$ cat src/rtl/pps_edge_counter.sv
module pps_edge_counter #(
  parameter int CNT_W = 32,
  parameter int SPAN  = 10,
  parameter int SUM_W = CNT_W + $clog2(SPAN + 1)
) (
  input  logic             clk,
  input  logic             rst_n,
  input  logic             osc_in,
  input  logic             pps_in,
  output logic [CNT_W-1:0] sec_count,
  output logic             sec_valid,
  output logic [SUM_W-1:0] span_sum,
  output logic             span_valid
);

  localparam int IDX_W = (SPAN > 1) ? $clog2(SPAN) : 1;
  localparam logic [IDX_W-1:0] LAST_IDX = IDX_W'(SPAN - 1);

  logic             osc_s1, osc_s2, osc_d;
  logic             pps_s1, pps_s2, pps_d;
  logic             osc_rise, pps_rise;
  logic [CNT_W-1:0] run_cnt;
  logic [CNT_W-1:0] cap_prev;
  logic             primed;
  logic [SUM_W-1:0] acc;
  logic [IDX_W-1:0] idx;

  assign osc_rise = osc_s2 & ~osc_d;
  assign pps_rise = pps_s2 & ~pps_d;

  always_ff @(posedge clk or negedge rst_n) begin
    if (!rst_n) begin
      {osc_s1, osc_s2, osc_d} <= '0;
      {pps_s1, pps_s2, pps_d} <= '0;
    end else begin
      {osc_s1, osc_s2, osc_d} <= {osc_in, osc_s1, osc_s2};
      {pps_s1, pps_s2, pps_d} <= {pps_in, pps_s1, pps_s2};
    end
  end

  always_ff @(posedge clk or negedge rst_n) begin
    if (!rst_n) run_cnt <= '0;
    else if (osc_rise) run_cnt <= run_cnt + 1'b1;
  end

  always_ff @(posedge clk or negedge rst_n) begin
    if (!rst_n) begin
      cap_prev  <= '0;
      primed    <= 1'b0;
      sec_count <= '0;
      sec_valid <= 1'b0;
    end else begin
      sec_valid <= 1'b0;
      if (pps_rise) begin
        cap_prev <= run_cnt;
        primed   <= 1'b1;
        if (primed) begin
          sec_count <= run_cnt - cap_prev;
          sec_valid <= 1'b1;
        end
      end
    end
  end

  always_ff @(posedge clk or negedge rst_n) begin
    if (!rst_n) begin
      acc        <= '0;
      idx        <= '0;
      span_sum   <= '0;
      span_valid <= 1'b0;
    end else begin
      span_valid <= 1'b0;
      if (sec_valid) begin
        if (idx == LAST_IDX) begin
          span_sum   <= acc + SUM_W'(sec_count);
          span_valid <= 1'b1;
          acc        <= '0;
          idx        <= '0;
        end else begin
          acc <= acc + SUM_W'(sec_count);
          idx <= idx + 1'b1;
        end
      end
    end
  end

  assert_count_step_R1: assert property (@(posedge clk) disable iff (!rst_n)
    osc_rise |=> run_cnt == $past(run_cnt) + 1'b1);

  assert_count_hold_R1: assert property (@(posedge clk) disable iff (!rst_n)
    !osc_rise |=> $stable(run_cnt));

  assert_edge_only_R2: assert property (@(posedge clk) disable iff (!rst_n)
    pps_rise |=> !pps_rise);

  assert_strobe_width_R5: assert property (@(posedge clk) disable iff (!rst_n)
    sec_valid |=> !sec_valid);

  assert_primed_first_R6: assert property (@(posedge clk) disable iff (!rst_n)
    sec_valid |-> $past(primed));

  assert_span_follows_R7: assert property (@(posedge clk) disable iff (!rst_n)
    span_valid |-> $past(sec_valid));

endmodule

$ cat config.mk
export PLATFORM = sky130hd
export DESIGN_NAME = pps_edge_counter
export DESIGN_NICKNAME = d
export VERILOG_FILES = /design/src/rtl/pps_edge_counter.sv
export SDC_FILE = /design/constraint.sdc
export NUM_CORES = 1
export LEC_CHECK = 0
export BUFFER_PORTS_ARGS = -buffer_cell sky130_fd_sc_hd__buf_2
export CELL_PAD_IN_SITES_DETAIL_PLACEMENT = 1
export CELL_PAD_IN_SITES_GLOBAL_PLACEMENT = 1
export CORE_AREA = 2 2 163 165
export CTS_BUF_LIST = sky130_fd_sc_hd__clkbuf_16
export DETAILED_ROUTE_END_ITERATION = 8
export DIE_AREA = 0 0 165 167
export GPL_TIMING_DRIVEN = 0
export PLACE_DENSITY_LB_ADDON = 0.1
export SLEW_MARGIN = 20
export SYNTH_ARGS = -nofsm -noshare
export SYNTH_HDL_FRONTEND = slang
export SYNTH_SLANG_ARGS = --single-unit
$ cat constraint.sdc
create_clock -name clk -period 2.85 [get_ports clk]
set_clock_uncertainty 0.05 [all_clocks]
set_input_delay 0 -clock clk [delete_from_list [all_inputs] [get_ports clk]]
set_output_delay 0 -clock clk [all_outputs]
set_load 0.02 [all_outputs]
==> results of run 1 <==
[metal layers]
layer,vias to the layer above,part of all wire (%),GRT usage [%]
met2,122,50,37.48
met5,-,0,0
met3,30,2.0,2.814
met1,4307,46,29.88
li1,4154,-,-
met4,0,1.4,4.612
[cells by family after synthesis]
logic type	share of synthesized area [%]
compound gates	20.14
simple gates	13.98
flops	44.69
buf+inv	4.420
xor+xnor	7.605
fa+ha+maj	8.296
mux	0.8766
[stage by stage]
step	hold slack, ns	cell area (µm²)	setup WS [ns]
after floorplan	-0.3456	10200	-0.02189
after global placement	0.05762	10990	-1.745
after detailed placement	0.01353	11030	-0.4939
after CTS	0.1294	12510	-0.2212
after global routing	0.1420	13050	-0.2274
final	0.08482	13050	-0.1302
[worst max-delay path by stage]
| stage | start | endpoint | slack [ns] | depth (start not counted) |
|---|---|---|---|---|
| 4_1_cts | sec_count[0] | acc[30] | -0.22 | 11 |
| 5_1_grt | sec_count[3] | acc[31] | -0.23 | 11 |
| 3_5_place_dp | sec_count[17] | acc[35] | -0.49 | 11 |
| 2_1_floorplan | sec_count[0] | acc[30] | -0.02 | 12 |
| 6_report | sec_count[4] | acc[23] | -0.13 | 12 |
| 3_3_place_gp | rst_n | sec_count[0] | -1.74 | 1 |
[report_power, final]
part	internal (mW)	total [mW]	switching (mW)
Sequential	3.35	4.09	0.741
Combinational	4.59	10.1	5.47
Clock	1.23	2.38	1.15
[critical path: stages (launching register included)]
cell,delay [ns]
sky130_fd_sc_hd__dfrtp_2,0.45
sky130_fd_sc_hd__ha_4,0.32
sky130_fd_sc_hd__a21oi_2,0.08
sky130_fd_sc_hd__and2_4,0.15
sky130_fd_sc_hd__a211o_1,0.33
sky130_fd_sc_hd__buf_6,0.14
sky130_fd_sc_hd__a21o_4,0.21
sky130_fd_sc_hd__o41ai_4,0.40
sky130_fd_sc_hd__buf_4,0.19
sky130_fd_sc_hd__a211oi_4,0.05
sky130_fd_sc_hd__o21ai_2,0.17
sky130_fd_sc_hd__xnor2_2,0.17
sky130_fd_sc_hd__o22ai_1,0.13
[area by class of cell]
class                   instances  area [µm²]  share of cell area [%]
well taps                     335       419.2                   3.213
multi-input cells             786        5991                   45.92
clock inverters                15       147.6                   1.132
plain buffers                  34       132.6                   1.017
repair buffers                161        1097                   8.412
inverters                      76       285.3                   2.187
clock buffers                  17       425.4                   3.261
flip-flops and latches        181        4547                   34.86
[synth_stat cells, types with 28 or more instances]
| cell | instances | area [µm²] |
|---|---|---|
| sky130_fd_sc_hd__nor2_1 | 30 | 112.6 |
| sky130_fd_sc_hd__xnor2_1 | 60 | 525.5 |
| sky130_fd_sc_hd__clkbuf_1 | 41 | 153.9 |
| sky130_fd_sc_hd__inv_1 | 75 | 281.5 |
| sky130_fd_sc_hd__nand2_1 | 153 | 574.3 |
| sky130_fd_sc_hd__ha_1 | 64 | 800.8 |
| sky130_fd_sc_hd__a21oi_1 | 57 | 285.3 |
| sky130_fd_sc_hd__a21o_1 | 44 | 330.3 |
| sky130_fd_sc_hd__xor2_1 | 28 | 245.2 |
| sky130_fd_sc_hd__dfrtp_1 | 181 | 4529 |
| sky130_fd_sc_hd__o21ai_0 | 106 | 530.5 |
| sky130_fd_sc_hd__nand3_1 | 30 | 150.1 |
[registers in the layout, summed over array words and instances, names as in the netlist, 4 cells and up]
name,cells
sec_count,32
acc,36
run_cnt,32
span_sum,36
idx,4
cap_prev,32
[timing repair]
action / in CTS / in global routing
pin swaps: 63 / 56
setup endpoints to repair: 51 / 60
setup buffers: 61 / 23
hold buffers: 3 / 0
gates resized for setup: 91 / 93
endpoints found under the hold margin: 91 / 0
==> impl_table.tex, run 1 <==
\begin{tabular}{lr}
\hline
Metric & Value \\
\hline
\multicolumn{2}{l}{\textbf{Synth}} \\
Ys async rst share & 100.0\% \\
Warnings from Yosys & 0 \\
Count of flip-flops with a built-in enable after synthesis & 0 \\
Post-Synthesis Cell Area & 10130 µm² \\
Syn nets & 1156 \\
Average size of a mapped cell & 9.332 µm² \\
Number of different library cells in the post-synthesis netlist & 68 \\
Instance count of the mapped netlist & 1086 \\
Predominant post-synthesis flop cell & sky130\_fd\_sc\_hd\_\_dfrtp\_1 \\
FF+latch count, synth & 181 \\
Post-synthesis sequential area ratio & 44.69\% \\
\multicolumn{2}{l}{\textbf{Floorplan}} \\
Vertical die dimension & 167 µm \\
Initial core utilization & 39.34\% \\
Total Die Area & 27560 µm² \\
X dimension of the die & 165 µm \\
Core region area & 25760 µm² \\
Ports & 74 \\
Site row count & 59 \\
\multicolumn{2}{l}{\textbf{Global route}} \\
Overall Global Routing Usage & 21.99\% \\
Global-route wire length before repair & 47950 µm \\
Vias in the first global route & 8955 \\
Number of antenna violations at the first check in global routing & 0 \\
Largest net degree at the start of global routing & 93 \\
Residual overflow from global routing & 0 \\
\multicolumn{2}{l}{\textbf{Cells and area}} \\
Total of fill cells in the finished design & 2913 \\
Leading cell type in the layout, fill and taps excluded & sky130\_fd\_sc\_hd\_\_dfrtp\_1 \\
Share of post-route cells with drive strength above 1 & 26.93\% \\
Final core utilization & 50.63\% \\
Final non-filler cell total & 1605 \\
Commonest non-fill, non-tap cells in the layout & sky130\_fd\_sc\_hd\_\_dfrtp\_1, sky130\_fd\_sc\_hd\_\_nand2\_1, sky130\_fd\_sc\_hd\_\_o21ai\_0 \\
Final nets & 1327 \\
Area Growth Syn to Fin & 28.72\% \\
Diode count & 0 \\
\multicolumn{2}{l}{\textbf{Placement}} \\
Last weighted congestion value of the routability-driven placer & 0.8507 \\
DPL Wire Length & 20460 µm \\
Number of port buffers & 73 \\
Post-placement cell count & 1495 \\
\multicolumn{2}{l}{\textbf{Power and ir drop}} \\
Pwr Total & 16.53 mW \\
Cell area power density & 1268 nW/µm² \\
Leakage power & 6.170 nW \\
Worst vdd rail ir drop & 454.1 µV \\
\multicolumn{2}{l}{\textbf{Routing}} \\
Wire per inst & 18.90 µm \\
DRT antenna net count & 0 \\
DR iter-0 viols & 482 \\
DRC errors left & 0 \\
Total iterations of the first detailed-routing run & 5 \\
Detailed Route WL & 30330 µm \\
Via density per instance & 5.366 \\
Count of vias placed by the detailed router & 8613 \\
\multicolumn{2}{l}{\textbf{Setup path}} \\
Critical register-to-register path startpoint & sec\_count[4] \\
Critical path capture point type & register \\
Type of the worst setup path & reg -> reg \\
Required time of the critical path & 3.08 ns \\
Worst reg2reg endpoint & acc[23] \\
Count of cells along the worst register-to-register path & 12 \\
CP Data Arrival Time & 3.21 ns \\
Type of origin of the critical path & register \\
Critical path peak fanout & 5 \\
Worst reg2reg setup slack & -0.13 ns \\
\multicolumn{2}{l}{\textbf{STA}} \\
Actual transition at the worst max-transition pin & 0.7346 ns \\
Slew Limit Fails & 0 \\
Fin. Hold Viols & 0 \\
Minimum clock period & 2.980 ns \\
Number of endpoints failing setup at the final stage & 29 \\
Final setup margin & -0.1302 ns \\
Max transition margin & 51.03\% \\
Setup Total Neg Slack & -2.051 ns \\
Max Freq & 335.5 MHz \\
Post-route clock period utilization & 104.6\% \\
RSZ-0062 raised after global routing & true \\
\multicolumn{2}{l}{\textbf{Clocking}} \\
Number of buffers between clock root and the deepest sink & 2 \\
Level count of the clock H-tree & 4 \\
Num Clock Sinks & 181 \\
Number of CTS-inserted buffers & 17 \\
Root cell of the clock tree & sky130\_fd\_sc\_hd\_\_clkbuf\_16 \\
Clock slew seen by the registers of the worst setup and hold paths & 0.08 ns \\
TritonCTS clock tree & built \\
Clock latency on the worst-skew pair & 0.44 ns \\
\multicolumn{2}{l}{\textbf{Flow run}} \\
Count of maximum capacitance violations & 0 \\
\multicolumn{2}{l}{\textbf{Min path}} \\
Class of the tightest hold or removal check & in -> async \\
\multicolumn{2}{l}{\textbf{Status}} \\
Violated checks & negative setup slack \\
Run status & complete, but fails checks \\
\hline
\end{tabular}
Power figures use the tool's default switching activity.
==> inputs of run 2 (changes only) <==
==> constraint.sdc (replaced) <==
create_clock -name clk -period 2.85 [get_ports clk]
set_clock_uncertainty 0.05 [all_clocks]
set_input_delay 0.57 -clock clk [delete_from_list [all_inputs] [get_ports clk]]
set_output_delay 0.57 -clock clk [all_outputs]
set_load 0.02 [all_outputs]
==> run 2 against run 1 <==
The flow still finishes with violations (negative setup slack). Combinational power about the same. Via count decreased by 0.58%. Sequential share of layout area increased by 0.080 points. Hold slack got worse by 0.028 ns. Flip-flop and latch count unchanged. Clock power about the same. Worst setup slack got worse by 0.00052 ns. Clock-buffer cell count unchanged. Largest cell class unchanged. Highest routed layer unchanged.
==> impl_table.tex, run 2 (synthesized netlist as in run 1, its figures left out) <==
\begin{tabular}{lr}
\hline
Metric & Value \\
\hline
\multicolumn{2}{l}{\textbf{Status}} \\
Run status & complete, but fails checks \\
Violated checks & negative setup slack \\
\multicolumn{2}{l}{\textbf{Setup path}} \\
Critical register-to-register path startpoint & sec\_count[4] \\
Biggest cell delay along the critical path & 0.45 ns \\
Type of the worst setup path & reg -> reg \\
Count of cells along the worst register-to-register path & 12 \\
Worst reg2reg endpoint & acc[23] \\
CP Buf/Inv Count & 2 \\
Worst reg2reg setup slack & -0.13 ns \\
Critical-path top delay cell & sky130\_fd\_sc\_hd\_\_dfrtp\_2 \\
Critical path capture point type & register \\
Required time of the critical path & 3.08 ns \\
Type of origin of the critical path & register \\
Critical path peak fanout & 5 \\
Worst-path cell chain & ha\_4, a21oi\_2, and2\_4, a211o\_1, buf\_6, a21o\_4, o41ai\_4, buf\_4, a211oi\_4, o21ai\_2, xnor2\_2, o22ai\_1 \\
CP top delay family & compound AO/OA/AOI/OAI gates \\
CP Data Arrival Time & 3.21 ns \\
\multicolumn{2}{l}{\textbf{Floorplan}} \\
X dimension of the die & 165 µm \\
Ports & 74 \\
Vertical die dimension & 167 µm \\
Initial core utilization & 39.34\% \\
Site row count & 59 \\
Total Die Area & 27560 µm² \\
Core region area & 25760 µm² \\
\multicolumn{2}{l}{\textbf{Placement}} \\
DPL Wire Length & 20460 µm \\
Number of port buffers & 73 \\
Post-placement cell count & 1495 \\
Last weighted congestion value of the routability-driven placer & 0.8507 \\
\multicolumn{2}{l}{\textbf{Power and ir drop}} \\
Net switching power of the design & 7.352 mW \\
Cell area power density & 1270 nW/µm² \\
Sequential Power Share & 24.8\% \\
Pwr Total & 16.52 mW \\
Combinational fraction of design power & 60.8\% \\
Int Pwr & 9.173 mW \\
Fraction of power consumed by the clock network & 14.4\% \\
Leakage power & 6.158 nW \\
Switching part of the total power & 44.49\% \\
Worst vdd rail ir drop & 451.2 µV \\
\multicolumn{2}{l}{\textbf{Cells and area}} \\
Leading cell type in the layout, fill and taps excluded & sky130\_fd\_sc\_hd\_\_dfrtp\_1 \\
Diode count & 0 \\
Commonest non-fill, non-tap cells in the layout & sky130\_fd\_sc\_hd\_\_dfrtp\_1, sky130\_fd\_sc\_hd\_\_nand2\_1, sky130\_fd\_sc\_hd\_\_o21ai\_0 \\
Final non-filler cell total & 1602 \\
Share of post-route cells with drive strength above 1 & 26.99\% \\
Final nets & 1324 \\
Biggest registers after layout & acc (36), span\_sum (36) \\
Area Growth Syn to Fin & 28.42\% \\
\multicolumn{2}{l}{\textbf{Flow run}} \\
Count of maximum capacitance violations & 0 \\
\multicolumn{2}{l}{\textbf{STA}} \\
RSZ-0062 raised after global routing & true \\
Post-route clock period utilization & 104.6\% \\
Final setup margin & -0.1307 ns \\
Slew Limit Fails & 0 \\
Minimum clock period & 2.981 ns \\
Max Freq & 335.5 MHz \\
Fin. Hold Viols & 0 \\
Max transition margin & 50.68\% \\
Actual transition at the worst max-transition pin & 0.7398 ns \\
Number of endpoints failing setup at the final stage & 29 \\
\multicolumn{2}{l}{\textbf{Global route}} \\
Met2 Usage GRT & 37.45\% \\
Global routing usage on met1 & 29.88\% \\
Vias in the first global route & 8943 \\
Residual overflow from global routing & 0 \\
Overall Global Routing Usage & 21.98\% \\
Global-route wire length before repair & 47920 µm \\
Grt peak-use layer & met2 \\
Number of antenna violations at the first check in global routing & 0 \\
Largest net degree at the start of global routing & 93 \\
GR Layer Usage met3 & 2.814\% \\
\multicolumn{2}{l}{\textbf{Routing}} \\
Total iterations of the first detailed-routing run & 4 \\
DR iter-0 viols & 505 \\
Count of vias placed by the detailed router & 8563 \\
DRC errors left & 0 \\
DRT antenna net count & 0 \\
Detailed Route WL & 30300 µm \\
Wire per inst & 18.91 µm \\
Via density per instance & 5.345 \\
\multicolumn{2}{l}{\textbf{Clocking}} \\
Number of buffers between clock root and the deepest sink & 2 \\
Number of buffers added to fix hold violations after cts & 0 \\
Number of CTS-inserted buffers & 17 \\
Level count of the clock H-tree & 4 \\
TritonCTS clock tree & built \\
Clock slew seen by the registers of the worst setup and hold paths & 0.08 ns \\
Num Clock Sinks & 181 \\
Root cell of the clock tree & sky130\_fd\_sc\_hd\_\_clkbuf\_16 \\
Clock latency on the worst-skew pair & 0.44 ns \\
\multicolumn{2}{l}{\textbf{Min path}} \\
Class of the tightest hold or removal check & in -> async \\
\hline
\end{tabular}
run 2: area by class of cell:
cell class                 count  area [µm²]
fill                        2917       12750
multi-input combinational    786        5991
sequential                   181        4547
timing repair buffer         158        1067
clock buffer                  17       425.4
tap                          335       419.2
inverter                      76       285.3
clock inverter                15       147.6
buffer                        34       132.6
run 2: how the worst max path moves through the flow:
stage / startpoint / to / slack, ns / depth (start not counted)
finish: sec_count[4] / acc[23] / -0.13 / 12
global route: sec_count[3] / acc[31] / -0.23 / 11
CTS: sec_count[0] / acc[30] / -0.22 / 11
detailed placement: sec_count[17] / acc[35] / -0.49 / 11
global placement: rst_n / sec_count[0] / -2.31 / 1
floorplan: sec_count[0] / acc[30] / -0.02 / 12
run 2: what timing repair did:
action | 4_1_cts | 5_1_grt
buffers inserted | 61 | 23
pin swaps | 63 | 56
gates resized for setup | 91 | 93
endpoints found under the setup margin | 51 | 60
run 2: power by group through the flow:
stage | registers [mW] | logic (mW) | clock network, mW
2_1_floorplan | 4.39 | 4.62 | 0
3_3_place_gp | 4.05 | 6.98 | 0
3_5_place_dp | 4.09 | 7.08 | 0
4_1_cts | 4.05 | 8.80 | 2.43
5_1_grt | 4.19 | 10.9 | 2.54
6_report | 4.09 | 10.1 | 2.38
run 2: metrics by stage:
step                      setup slack, ns  TNS (ns)  cell area (µm²)  hold slack [ns]  util [%]
final                             -0.1307    -2.059            13020          0.05677     50.52
after global routing              -0.2274    -5.110            13020           0.1224     50.52
after floorplan                  -0.02189  -0.03182            10200           0.2244         -
after detailed placement          -0.4939    -12.23            11030           0.2879     42.80
after global placement             -2.315   -366.89            10990           0.2845     42.65
after CTS                         -0.2212    -3.127            12480           0.1162     48.42
run 2: routing by layer:
metal	up-vias	wire, µm
li1	4149	-
met1	4285	14110
met2	99	15270
met3	30	490
met4	0	431
met5	-	0
run 2: worst reg2reg max path, cell delays in order (launching register included):
cell and delay (ns):
sky130_fd_sc_hd__dfrtp_2 0.45, sky130_fd_sc_hd__ha_4 0.32, sky130_fd_sc_hd__a21oi_2 0.08, sky130_fd_sc_hd__and2_4 0.15, sky130_fd_sc_hd__a211o_1 0.34, sky130_fd_sc_hd__buf_6 0.14, sky130_fd_sc_hd__a21o_4 0.21, sky130_fd_sc_hd__o41ai_4 0.40
sky130_fd_sc_hd__buf_4 0.19, sky130_fd_sc_hd__a211oi_4 0.05, sky130_fd_sc_hd__o21ai_2 0.17, sky130_fd_sc_hd__xnor2_2 0.17, sky130_fd_sc_hd__o22ai_1 0.13
==> inputs of run 3 (changes only) <==
Settings changed: CTS_BUF_LIST sky130_fd_sc_hd__clkbuf_16 to unset, CTS_CLUSTER_SIZE set to 8.
==> run 3 against run 2 <==
The flow still finishes with violations (negative setup slack). Largest cell class unchanged. Routed wire length is 2.5% lower. Clock-buffer cell count is 3 higher. Non-clock buffer count is 17 lower. Core utilization is 0.43 points lower. Highest routed layer unchanged. Largest power group unchanged. Fmax is 2.9% lower. Critical path depth is 1 lower. Die area stayed put. Total power is 1.9% lower.
==> impl_table.tex, run 3 (synthesized netlist as in run 1, its figures left out) <==
\begin{tabular}{lr}
\hline
Metric & Value \\
\hline
\multicolumn{2}{l}{\textbf{Routing}} \\
DRT antenna net count & 0 \\
Wire per inst & 18.63 µm \\
DRC errors left & 0 \\
DR iter-0 viols & 404 \\
Total iterations of the first detailed-routing run & 4 \\
Count of vias placed by the detailed router & 8472 \\
Detailed Route WL & 29530 µm \\
Via density per instance & 5.345 \\
\multicolumn{2}{l}{\textbf{Placement}} \\
DPL Wire Length & 20460 µm \\
Last weighted congestion value of the routability-driven placer & 0.8507 \\
Number of port buffers & 73 \\
Cell Area, Placed & 11030 µm² \\
\multicolumn{2}{l}{\textbf{STA}} \\
Max Freq & 325.7 MHz \\
Slew Limit Fails & 0 \\
Minimum clock period & 3.070 ns \\
Number of endpoints failing setup at the final stage & 24 \\
Fin. Hold Viols & 0 \\
Actual transition at the worst max-transition pin & 0.7249 ns \\
Final setup margin & -0.2203 ns \\
Max transition margin & 51.67\% \\
Post-route clock period utilization & 107.7\% \\
Setup Total Neg Slack & -2.566 ns \\
RSZ-0062 raised after global routing & true \\
\multicolumn{2}{l}{\textbf{Cells and area}} \\
Leading cell type in the layout, fill and taps excluded & sky130\_fd\_sc\_hd\_\_dfrtp\_1 \\
Biggest registers after layout & acc (36), span\_sum (36) \\
Diode count & 0 \\
Commonest non-fill, non-tap cells in the layout & sky130\_fd\_sc\_hd\_\_dfrtp\_1, sky130\_fd\_sc\_hd\_\_nand2\_1, sky130\_fd\_sc\_hd\_\_o21ai\_0 \\
Final nets & 1307 \\
Area Growth Syn to Fin & 27.32\% \\
Final core utilization & 50.09\% \\
Post-route cell area & 12900 µm² \\
Share of post-route cells with drive strength above 1 & 26.32\% \\
\multicolumn{2}{l}{\textbf{Power and ir drop}} \\
Cell area power density & 1256 nW/µm² \\
Worst vdd rail ir drop & 425.9 µV \\
Leakage power & 6.083 nW \\
\multicolumn{2}{l}{\textbf{Setup path}} \\
Critical register-to-register path startpoint & sec\_count[1] \\
Worst reg2reg setup slack & -0.22 ns \\
Worst reg2reg endpoint & acc[35] \\
Required time of the critical path & 3.12 ns \\
Critical path capture point type & register \\
Type of origin of the critical path & register \\
CP Data Arrival Time & 3.34 ns \\
Type of the worst setup path & reg -> reg \\
Count of cells along the worst register-to-register path & 11 \\
Critical path peak fanout & 3 \\
\multicolumn{2}{l}{\textbf{Global route}} \\
Overall Global Routing Usage & 21.64\% \\
Residual overflow from global routing & 0 \\
Number of antenna violations at the first check in global routing & 0 \\
Vias in the first global route & 8874 \\
Largest net degree at the start of global routing & 93 \\
Global-route wire length before repair & 47260 µm \\
\multicolumn{2}{l}{\textbf{Floorplan}} \\
Vertical die dimension & 167 µm \\
Core region area & 25760 µm² \\
Initial core utilization & 39.34\% \\
X dimension of the die & 165 µm \\
Total Die Area & 27560 µm² \\
Ports & 74 \\
Site row count & 59 \\
\multicolumn{2}{l}{\textbf{Clocking}} \\
Number of buffers added to fix hold violations after cts & 0 \\
Number of CTS-inserted buffers & 17 \\
Clock latency on the worst-skew pair & 0.43 ns \\
Number of buffers between clock root and the deepest sink & 2 \\
Level count of the clock H-tree & 4 \\
Num Clock Sinks & 181 \\
TritonCTS clock tree & built \\
Clock slew seen by the registers of the worst setup and hold paths & 0.08 ns \\
Root cell of the clock tree & sky130\_fd\_sc\_hd\_\_clkbuf\_16 \\
\multicolumn{2}{l}{\textbf{Flow run}} \\
Count of maximum capacitance violations & 0 \\
\multicolumn{2}{l}{\textbf{Min path}} \\
Class of the tightest hold or removal check & in -> async \\
\multicolumn{2}{l}{\textbf{Status}} \\
Violated checks & negative setup slack \\
Run status & complete, but fails checks \\
\hline
\end{tabular}
[run 3: final cells by class]
cell class	count	area [µm²]
inverters	76	285.3
clock buffers	20	446.7
plain buffers	34	138.9
clock inverters	12	136.4
fillers	2919	12860
well taps	335	419.2
flip-flops and latches	181	4546
repair buffers	141	943.4
multi-input cells	786	5988
[run 3: repair_timing]
item	CTS	global route
buffers inserted	51	18
gates cloned	0	0
pin swaps	55	59
endpoints found under the hold margin	0	0
endpoints found under the setup margin	51	59
resized for setup	84	107
[run 3: worst max-delay path by stage]
stage / endpoint / cells past startpoint / from / slack, ns
floorplan: acc[30] / 12 / sec_count[0] / -0.02
global placement: sec_count[0] / 1 / rst_n / -2.31
detailed placement: acc[35] / 11 / sec_count[17] / -0.49
CTS: span_sum[30] / 11 / sec_count[1] / -0.22
global route: acc[31] / 11 / acc[8] / -0.29
finish: acc[35] / 11 / sec_count[1] / -0.22
[run 3: power breakdown]
part | total [mW] | internal (mW) | switching [mW]
logic | 9.72 | 4.41 | 5.31
registers | 4.08 | 3.35 | 0.729
clock network | 2.42 | 1.27 | 1.15
[run 3: critical path, cell delays in order, from the launching register on]
cell and delay [ns]:
sky130_fd_sc_hd__dfrtp_2 0.46, sky130_fd_sc_hd__ha_4 0.29, sky130_fd_sc_hd__a21oi_4 0.05, sky130_fd_sc_hd__nand4b_1 0.20, sky130_fd_sc_hd__a211o_1 0.34, sky130_fd_sc_hd__buf_6 0.14, sky130_fd_sc_hd__a2111oi_4 0.48, sky130_fd_sc_hd__o21ai_2 0.11
sky130_fd_sc_hd__o41a_1 0.37, sky130_fd_sc_hd__nor2_2 0.17, sky130_fd_sc_hd__o21ai_1 0.07, sky130_fd_sc_hd__a22o_1 0.23
[run 3: layer usage]
metal	GRT usage (%)	vias up	wire length (µm)
met1	29.56	4234	13850
met2	36.61	95	14750
li1	-	4118	-
met4	4.650	0	373
met5	0	-	0
met3	2.814	25	563
[run 3: through the flow]
stage | cells | setup slack (ns) | total power, mW | hold slack, ns
6_report | 1585 | -0.2203 | 16.21 | 0.07144
5_1_grt | 1585 | -0.2889 | 17.32 | 0.1278
4_1_cts | 1574 | -0.2175 | 15.09 | 0.1165
3_5_place_dp | 1495 | -0.4939 | 11.17 | 0.2879
3_3_place_gp | 1494 | -2.315 | 11.03 | 0.2845
2_1_floorplan | 1086 | -0.02189 | 9.013 | 0.2244
